==> src/rtl/mm_pkg.sv <==
package mm_pkg;

    typedef enum logic [1:0] {
        ST_IDLE = 2'd0,
        ST_RUN  = 2'd1,
        ST_FIX  = 2'd2
    } mm_state_e;

endpackage

==> src/rtl/mm_fold_step.sv <==
// One two-bit scan step: the bit pair at [pos+1:pos] is removed and its
// weight is re-added as (v * 2^N_W mod modulus) shifted by pos - N_W.
// The bit at ACC_W (above the register) is taken as zero.
module mm_fold_step #(
    parameter int N_W   = 32,
    parameter int ACC_W = 42,
    parameter int POS_W = 6
) (
    input  logic [ACC_W-1:0] x_in,
    input  logic [POS_W-1:0] pos,
    input  logic [N_W-1:0]   f1,
    input  logic [N_W-1:0]   f2,
    input  logic [N_W-1:0]   f3,
    output logic [ACC_W-1:0] x_out
);
    localparam int EXT_W = ACC_W + 1;

    logic [EXT_W-1:0] xe;
    logic [EXT_W-1:0] low_mask;
    logic [EXT_W-1:0] add_term;
    logic [EXT_W-1:0] sum;
    logic [1:0]       pair;
    logic [N_W-1:0]   kv;
    logic [POS_W-1:0] sh;

    always_comb begin
        xe       = {1'b0, x_in};
        pair     = {xe[pos + POS_W'(1)], xe[pos]};
        unique case (pair)
            2'd1:    kv = f1;
            2'd2:    kv = f2;
            2'd3:    kv = f3;
            default: kv = '0;
        endcase
        sh       = pos - POS_W'(N_W);
        low_mask = (EXT_W'(1) << pos) - EXT_W'(1);
        add_term = EXT_W'(kv) << sh;
        sum      = (xe & low_mask) + add_term;
        x_out    = sum[ACC_W-1:0];
    end
endmodule

==> src/rtl/mm_mul_lane.sv <==
// Multiply lane: SEG_W shift-and-add steps, then two reduction steps.
module mm_mul_lane #(
    parameter int N_W   = 32,
    parameter int SEG_W = 8,
    parameter int ACC_W = 42,
    parameter int CNT_W = 4,
    parameter int POS_W = 6
) (
    input  logic [ACC_W-1:0] m_cur,
    input  logic [N_W-1:0]   b_val,
    input  logic             a_bit,
    input  logic [CNT_W-1:0] step,
    input  logic [N_W-1:0]   f1,
    input  logic [N_W-1:0]   f2,
    input  logic [N_W-1:0]   f3,
    output logic [ACC_W-1:0] m_nxt
);
    // step SEG_W -> pos N_W+SEG_W-2, step SEG_W+1 -> pos N_W+SEG_W-3
    localparam int POS_BASE = N_W + 2 * SEG_W - 2;

    logic [POS_W-1:0] fold_pos;
    logic [ACC_W-1:0] folded;
    logic [ACC_W-1:0] shifted_add;

    assign fold_pos = POS_W'(POS_BASE) - POS_W'(step);

    mm_fold_step #(.N_W(N_W), .ACC_W(ACC_W), .POS_W(POS_W)) u_fold (
        .x_in (m_cur),
        .pos  (fold_pos),
        .f1   (f1),
        .f2   (f2),
        .f3   (f3),
        .x_out(folded)
    );

    always_comb begin
        shifted_add = (m_cur << 1) + (a_bit ? ACC_W'(b_val) : '0);
        m_nxt       = (step < CNT_W'(SEG_W)) ? shifted_add : folded;
    end
endmodule

==> src/rtl/mm_res_lane.sv <==
// Residue lane: SEG_W+2 scan steps from pos N_W+SEG_W+1 down to N_W.
module mm_res_lane #(
    parameter int N_W   = 32,
    parameter int SEG_W = 8,
    parameter int ACC_W = 42,
    parameter int CNT_W = 4,
    parameter int POS_W = 6
) (
    input  logic [ACC_W-1:0] r_cur,
    input  logic [CNT_W-1:0] step,
    input  logic [N_W-1:0]   f1,
    input  logic [N_W-1:0]   f2,
    input  logic [N_W-1:0]   f3,
    output logic [ACC_W-1:0] r_nxt
);
    localparam int POS_TOP = N_W + SEG_W + 1;

    logic [POS_W-1:0] fold_pos;

    assign fold_pos = POS_W'(POS_TOP) - POS_W'(step);

    mm_fold_step #(.N_W(N_W), .ACC_W(ACC_W), .POS_W(POS_W)) u_fold (
        .x_in (r_cur),
        .pos  (fold_pos),
        .f1   (f1),
        .f2   (f2),
        .f3   (f3),
        .x_out(r_nxt)
    );
endmodule

==> src/rtl/mm_segmul.sv <==
module mm_segmul
    import mm_pkg::*;
#(
    parameter int N_W  = 32,
    parameter int SEGS = 4
) (
    input  logic           clk,
    input  logic           rst_n,
    input  logic           start,
    input  logic [N_W-1:0] op_b,
    input  logic [N_W-1:0] op_a,
    input  logic [N_W-1:0] modulus,
    input  logic [N_W-1:0] fold1,
    input  logic [N_W-1:0] fold2,
    input  logic [N_W-1:0] fold3,
    output logic           done,
    output logic [N_W-1:0] result
);
    localparam int SEG_W = N_W / SEGS;
    localparam int ACC_W = N_W + SEG_W + 2;
    localparam int STEPS = SEG_W + 2;
    localparam int CNT_W = $clog2(STEPS + 1);
    localparam int PH_W  = $clog2(SEGS + 1) + 1;
    localparam int POS_W = $clog2(ACC_W + 2);

    typedef struct packed {
        mm_state_e        st;
        logic [PH_W-1:0]  phase;
        logic [CNT_W-1:0] step;
        logic [N_W-1:0]   b;
        logic [N_W-1:0]   a;
        logic [N_W-1:0]   n;
        logic [N_W-1:0]   f1;
        logic [N_W-1:0]   f2;
        logic [N_W-1:0]   f3;
        logic [ACC_W-1:0] m;
        logic [ACC_W-1:0] r;
        logic             done;
        logic [N_W-1:0]   res;
    } mm_regs_t;

    mm_regs_t cur_q, nxt_d;

    logic             mul_active;
    logic             a_bit;
    logic [ACC_W-1:0] m_step;
    logic [ACC_W-1:0] r_step;

    // Multiplier bits enter only during real slices and shift-and-add steps.
    assign mul_active = (cur_q.phase < PH_W'(SEGS)) && (cur_q.step < CNT_W'(SEG_W));
    assign a_bit      = mul_active & cur_q.a[N_W-1];

    mm_mul_lane #(
        .N_W(N_W), .SEG_W(SEG_W), .ACC_W(ACC_W), .CNT_W(CNT_W), .POS_W(POS_W)
    ) u_mul (
        .m_cur(cur_q.m),
        .b_val(cur_q.b),
        .a_bit(a_bit),
        .step (cur_q.step),
        .f1   (cur_q.f1),
        .f2   (cur_q.f2),
        .f3   (cur_q.f3),
        .m_nxt(m_step)
    );

    mm_res_lane #(
        .N_W(N_W), .SEG_W(SEG_W), .ACC_W(ACC_W), .CNT_W(CNT_W), .POS_W(POS_W)
    ) u_res (
        .r_cur(cur_q.r),
        .step (cur_q.step),
        .f1   (cur_q.f1),
        .f2   (cur_q.f2),
        .f3   (cur_q.f3),
        .r_nxt(r_step)
    );

    always_comb begin
        nxt_d      = cur_q;
        nxt_d.done = 1'b0;
        unique case (cur_q.st)
            ST_IDLE: begin
                if (start) begin
                    nxt_d.st    = ST_RUN;
                    nxt_d.phase = '0;
                    nxt_d.step  = '0;
                    nxt_d.b     = op_b;
                    nxt_d.a     = op_a;
                    nxt_d.n     = modulus;
                    nxt_d.f1    = fold1;
                    nxt_d.f2    = fold2;
                    nxt_d.f3    = fold3;
                    nxt_d.m     = '0;
                    nxt_d.r     = '0;
                end
            end
            ST_RUN: begin
                if (mul_active) begin
                    nxt_d.a = cur_q.a << 1;
                end
                if (cur_q.step == CNT_W'(STEPS - 1)) begin
                    nxt_d.step = '0;
                    nxt_d.m    = '0;
                    if (cur_q.phase == PH_W'(SEGS)) begin
                        nxt_d.r  = r_step;
                        nxt_d.st = ST_FIX;
                    end else begin
                        nxt_d.r     = m_step + (r_step << SEG_W);
                        nxt_d.phase = cur_q.phase + PH_W'(1);
                    end
                end else begin
                    nxt_d.step = cur_q.step + CNT_W'(1);
                    nxt_d.m    = m_step;
                    nxt_d.r    = r_step;
                end
            end
            ST_FIX: begin
                if (cur_q.r >= ACC_W'(cur_q.n)) begin
                    nxt_d.r = cur_q.r - ACC_W'(cur_q.n);
                end else begin
                    nxt_d.res  = cur_q.r[N_W-1:0];
                    nxt_d.done = 1'b1;
                    nxt_d.st   = ST_IDLE;
                end
            end
            default: nxt_d.st = ST_IDLE;
        endcase
    end

    always_ff @(posedge clk) begin
        if (!rst_n) begin
            cur_q    <= '0;
            cur_q.st <= ST_IDLE;
        end else begin
            cur_q <= nxt_d;
        end
    end

    assign done   = cur_q.done;
    assign result = cur_q.res;

    // done never lasts two cycles
    p_done_single_r4: assert property (@(posedge clk) disable iff (!rst_n)
        cur_q.done |=> !cur_q.done);

    // the presented residue is below the captured modulus
    p_result_below_mod_r3: assert property (@(posedge clk) disable iff (!rst_n)
        cur_q.done |-> (cur_q.res < cur_q.n));

    // the scan leaves at most N_W+1 significant bits for the fix-up stage
    p_fix_bound_r1: assert property (@(posedge clk) disable iff (!rst_n)
        (cur_q.st == ST_FIX) |-> ((cur_q.r >> (N_W + 1)) == '0));

    // every slice window starts with a cleared multiply accumulator
    p_window_clear_r5: assert property (@(posedge clk) disable iff (!rst_n)
        (cur_q.st == ST_RUN && cur_q.step == '0) |-> (cur_q.m == '0));

    // captured operands stay frozen while a computation runs
    p_ops_frozen_r6: assert property (@(posedge clk) disable iff (!rst_n)
        (cur_q.st != ST_IDLE) |=> ($stable(cur_q.b) && $stable(cur_q.n) && $stable(cur_q.f3)));

    // result only moves together with done
    p_result_hold_r7: assert property (@(posedge clk) disable iff (!rst_n)
        !$stable(cur_q.res) |-> cur_q.done);
endmodule

==> config.mk <==
export PLATFORM = sky130hd
export DESIGN_NAME = mm_segmul
export DESIGN_NICKNAME = d
export VERILOG_FILES = /design/src/rtl/mm_pkg.sv /design/src/rtl/mm_fold_step.sv /design/src/rtl/mm_mul_lane.sv /design/src/rtl/mm_res_lane.sv /design/src/rtl/mm_segmul.sv
export SDC_FILE = /design/constraint.sdc
export NUM_CORES = 1
export LEC_CHECK = 0
export BUFFER_PORTS_ARGS = -buffer_cell sky130_fd_sc_hd__buf_4
export CORE_MARGIN = 2
export CORE_UTILIZATION = 60
export CTS_CLUSTER_SIZE = 8
export DETAILED_ROUTE_END_ITERATION = 8
export PLACE_DENSITY = 0.82
export RECOVER_POWER = 50
export SETUP_SLACK_MARGIN = 0.2
export SYNTH_ARGS = -nofsm -noshare
export SYNTH_HDL_FRONTEND = slang
export SYNTH_SLANG_ARGS = --single-unit
==> constraint.sdc <==
create_clock -name clk -period 16.5 [get_ports clk]
set_input_delay 0.825 -clock clk [delete_from_list [all_inputs] [get_ports clk]]
set_output_delay 0.825 -clock clk [all_outputs]
set_load 0.01 [all_outputs]
==> insert_results.sql <==
INSERT INTO impl_metrics (metric_group, metric, value, unit) VALUES
('run_status', 'status', 'finished with violations', ''),
('run_status', 'failed_checks', 'capacitance limit, slew limit', ''),
('worst_setup_path', 'cpPeakStageDelay', '2.35', 'ns'),
('logic_synthesis', 'yosysSeqAreaShare', '20.5', '%'),
('sta', 'report.final.slew_viol_count', '297', ''),
('worst_setup_path', 'timing.rr.start', 'cur_q[312]', ''),
('die', 'core-area', '0.0514', 'sq mm'),
('power_and_ir_drop', 'powerDensity', '59.4', 'mW/mm^2'),
('power_and_ir_drop', 'max-vdd-ir-drop', '0.0000823', 'V'),
('logic_synthesis', 'syn_area', '0.0312', 'sq mm'),
('worst_setup_path', 'worstPathBufferInverterCount', '3', ''),
('power_and_ir_drop', 'p_leak', '0.0146', 'uW'),
('clock_network', 'clock_tree_from_tritoncts', 'yes', ''),
('logic_synthesis', 'synth_cell_types', '100', ''),
('die', 'rows', '83', ''),
('worst_setup_path', 'cp_max_stage_cell', 'clkbuf_1', ''),
('routing', 'ant_nets', '0', ''),
('routing', 'detail_route.vias_per_cell', '6.79', ''),
('die', 'die_area', '0.0539', 'sq mm'),
('routing', 'dr_total_vias', '32900', ''),
('routing', 'drc_errors', '0', ''),
('placed_design', 'dpl_cell_area', '0.0328', 'sq mm'),
('die', 'dieWidth', '232', 'um'),
('routing', 'routed_wire_length_per_instance', '24.5', 'um'),
('worst_setup_path', 'critical_path.startpoint', 'cur_q[312]', ''),
('power_and_ir_drop', 'finalPower', '2010', 'uW'),
('worst_setup_path', 'path_max_fanout', '67', ''),
('layout', 'layout-drive-gt1-share', '11.4', '%'),
('layout', 'finalNonFillerCells', '4839', ''),
('routing', 'totalWireLength', '119000', 'um'),
('routing', 'firstDrtPassIters', '7', ''),
('placed_design', 'detailed_place_hpwl', '90900', 'um'),
('global_routing', 'initial_antenna_violation_count', '1', ''),
('global_routing', 'wire_length_of_the_first_global_routing_pass', '178000', 'um'),
('sta', 'maxClockFrequency', '78.7', 'MHz'),
('worst_setup_path', 'critPathLaunchType', 'flop', ''),
('sta', 'count_of_final_setup_violators', '0', ''),
('global_routing', 'number_of_global_route_vias_before_repair', '30100', ''),
('worst_setup_path', 'timing_worst_setup_path_type', 'reg -> reg', ''),
('worst_setup_path', 'critPathRequiredTime', '16.95', 'ns'),
('sta', 'grt_setup_unrepaired', 'false', ''),
('clock_network', 'ctsResizeCount', '0', ''),
('logic_synthesis', 'post_synth_inst_count', '4131', ''),
('min_path', 'min_from', 'cur_q[279]', ''),
('clock_network', 'clkTransAtPathRegs', '0.06', 'ns'),
('logic_synthesis', 'postSynth.topFlopCell', 'dfxtp_1', ''),
('die', 'chipHeight', '232', 'um'),
('die', 'initial_core_util', '60.7', '%'),
('die', 'pin_count', '228', ''),
('worst_setup_path', 'critPathCaptureType', 'flop', ''),
('clock_network', 'cts_made_buffers', '46', ''),
('placed_design', 'place.port_buffers', '227', ''),
('run', 'max_cap_viol_count', '4', ''),
('sta', 'setup_tns', '0', 'ns'),
('clock_network', 'cts.path.max_buffers', '3', ''),
('clock_network', 'htree_num_levels', '2', ''),
('clock_network', 'clock_sinks', '319', ''),
('clock_network', 'clk_latency', '0.61', 'ns'),
('routing', 'drt_iter0_markers', '4457', ''),
('sta', 'hold_viol_final', '0', ''),
('sta', 'min_period_over_period', '77.0', '%'),
('logic_synthesis', 'ys_seq_elements', '319', ''),
('layout', 'fillerInstances', '4683', ''),
('clock_network', 'cts_post_setup_buffers_inserted', '0', ''),
('layout', 'areaGrowthSynthToFinish', '8.44', '%'),
('logic_synthesis', 'synth-warning-count', '0', ''),
('placed_design', 'placed_cells', '4784', ''),
('worst_setup_path', 'cell_family_with_the_largest_share_of_critical_path_delay', 'compound AO/OA/AOI/OAI gates', ''),
('clock_network', 'holdBufCountCts', '0', ''),
('placed_design', 'globalplace.congestion', '1.09', ''),
('sta', 'tightest_slew', '3.73', 'ns');
placed cells by master (no fill, tap or decap), types with 10 or more instances in the layout:
cell type / n
o21bai_1: 33
nor2_1: 365
nand2b_1: 32
mux4_2: 78
nor2b_1: 33
a22oi_1: 85
a211oi_1: 59
buf_4: 234
dfxtp_1: 317
nor3_1: 59
inv_1: 112
xnor2_1: 102
nand2_1: 592
a221oi_1: 13
o22a_1: 10
or2_2: 13
or3_1: 29
o211ai_1: 28
and3_1: 66
mux2_2: 57
clkbuf_16: 46
o21ai_0: 207
nand4_1: 28
ha_1: 198
and2_1: 80
o31ai_1: 14
o21a_1: 51
o2bb2ai_1: 33
xor2_1: 69
a21oi_1: 441
a21o_1: 95
o22ai_1: 35
nand3_1: 76
a31oi_1: 25
clkbuf_1: 37
mux2i_1: 180
a21boi_0: 28
registers in the layout (all words and copies together), names as in the netlist:
register	count
cur_q	286
done	1
result	32
power breakdown:
group	internal [uW]	switching, uW
combinational	116	183
clock	496	362
sequential	809	45.3
worst paths after layout:
check | endpoint | slack [ns] | cells past startpoint
worst min register to register | cur_q[279] | 0.45 | 2
worst max-delay path | cur_q[66] | 3.80 | 39
worst min-delay path | cur_q[279] | 0.45 | 2
worst max register to register | cur_q[66] | 3.80 | 39
routing by layer:
metal,vias up,track usage [%],share of wire (%)
met3,424,11.5,12
met5,-,0,0.010
met2,1972,66.2,43
met4,2,21.4,6.0
met1,15500,55.4,39
li1,15000,-,-
Yosys cell counts (all sizes together) (67+ instances only):
cell type / number / area share (%)
and3: 67 / 1.4
o21ai: 214 / 3.5
nand3: 76 / 1.2
xnor2: 103 / 2.9
a21oi: 441 / 7.1
and2: 83 / 1.7
a21o: 95 / 2.3
xor2: 69 / 1.9
mux2i: 180 / 5.8
mux4: 78 / 5.6
clkbuf: 202 / 2.4
a22oi: 85 / 2.0
inv: 115 / 1.4
nand2: 592 / 7.1
nor2: 370 / 4.5
ha: 200 / 8.0
dfxtp: 319 / 20
buf: 95 / 2.0
metrics by stage:
step | util, % | setup WS, ns | hold slack [ns]
6_report | 65.9 | 3.80 | 0.450
5_1_grt | 65.9 | 2.98 | 0.465
4_1_cts | 66.2 | 5.03 | 0.449
3_5_place_dp | 63.8 | 5.09 | 0.443
3_3_place_gp | 63.8 | 5.23 | 0.440
2_1_floorplan | - | 6.43 | 0.432
area by class of cell:
cell class / instances / share of cell area [%]
timing repair buffer: 269 / 5.58
antenna: 1 / 0.00739
sequential: 319 / 18.9
clock buffer: 49 / 3.46
tap: 680 / 2.51
inverter: 118 / 1.33
clock inverter: 5 / 0.129
multi-input combinational: 3398 / 68.1
cells by family (layout without fill, tap and decap cells):
group           count (synthesis)  count (layout)  synth area share [%]
simple gates                 1414            1414                  20.4
compound gates               1288            1288                  26.5
buf+inv                       415             441                  5.82
flops                         319             319                  20.5
mux                           315             315                  13.5
fa+ha+maj                     206             206                  8.37
xor+xnor                      173             173                  4.92
other cells                     1               3                0.0120
worst min-delay path, stage by stage (launching register included):
cell,delay [ns]
dfxtp_1,0.30
nand2_1,0.05
a21oi_1,0.05
Power figures use the tool's default switching activity.
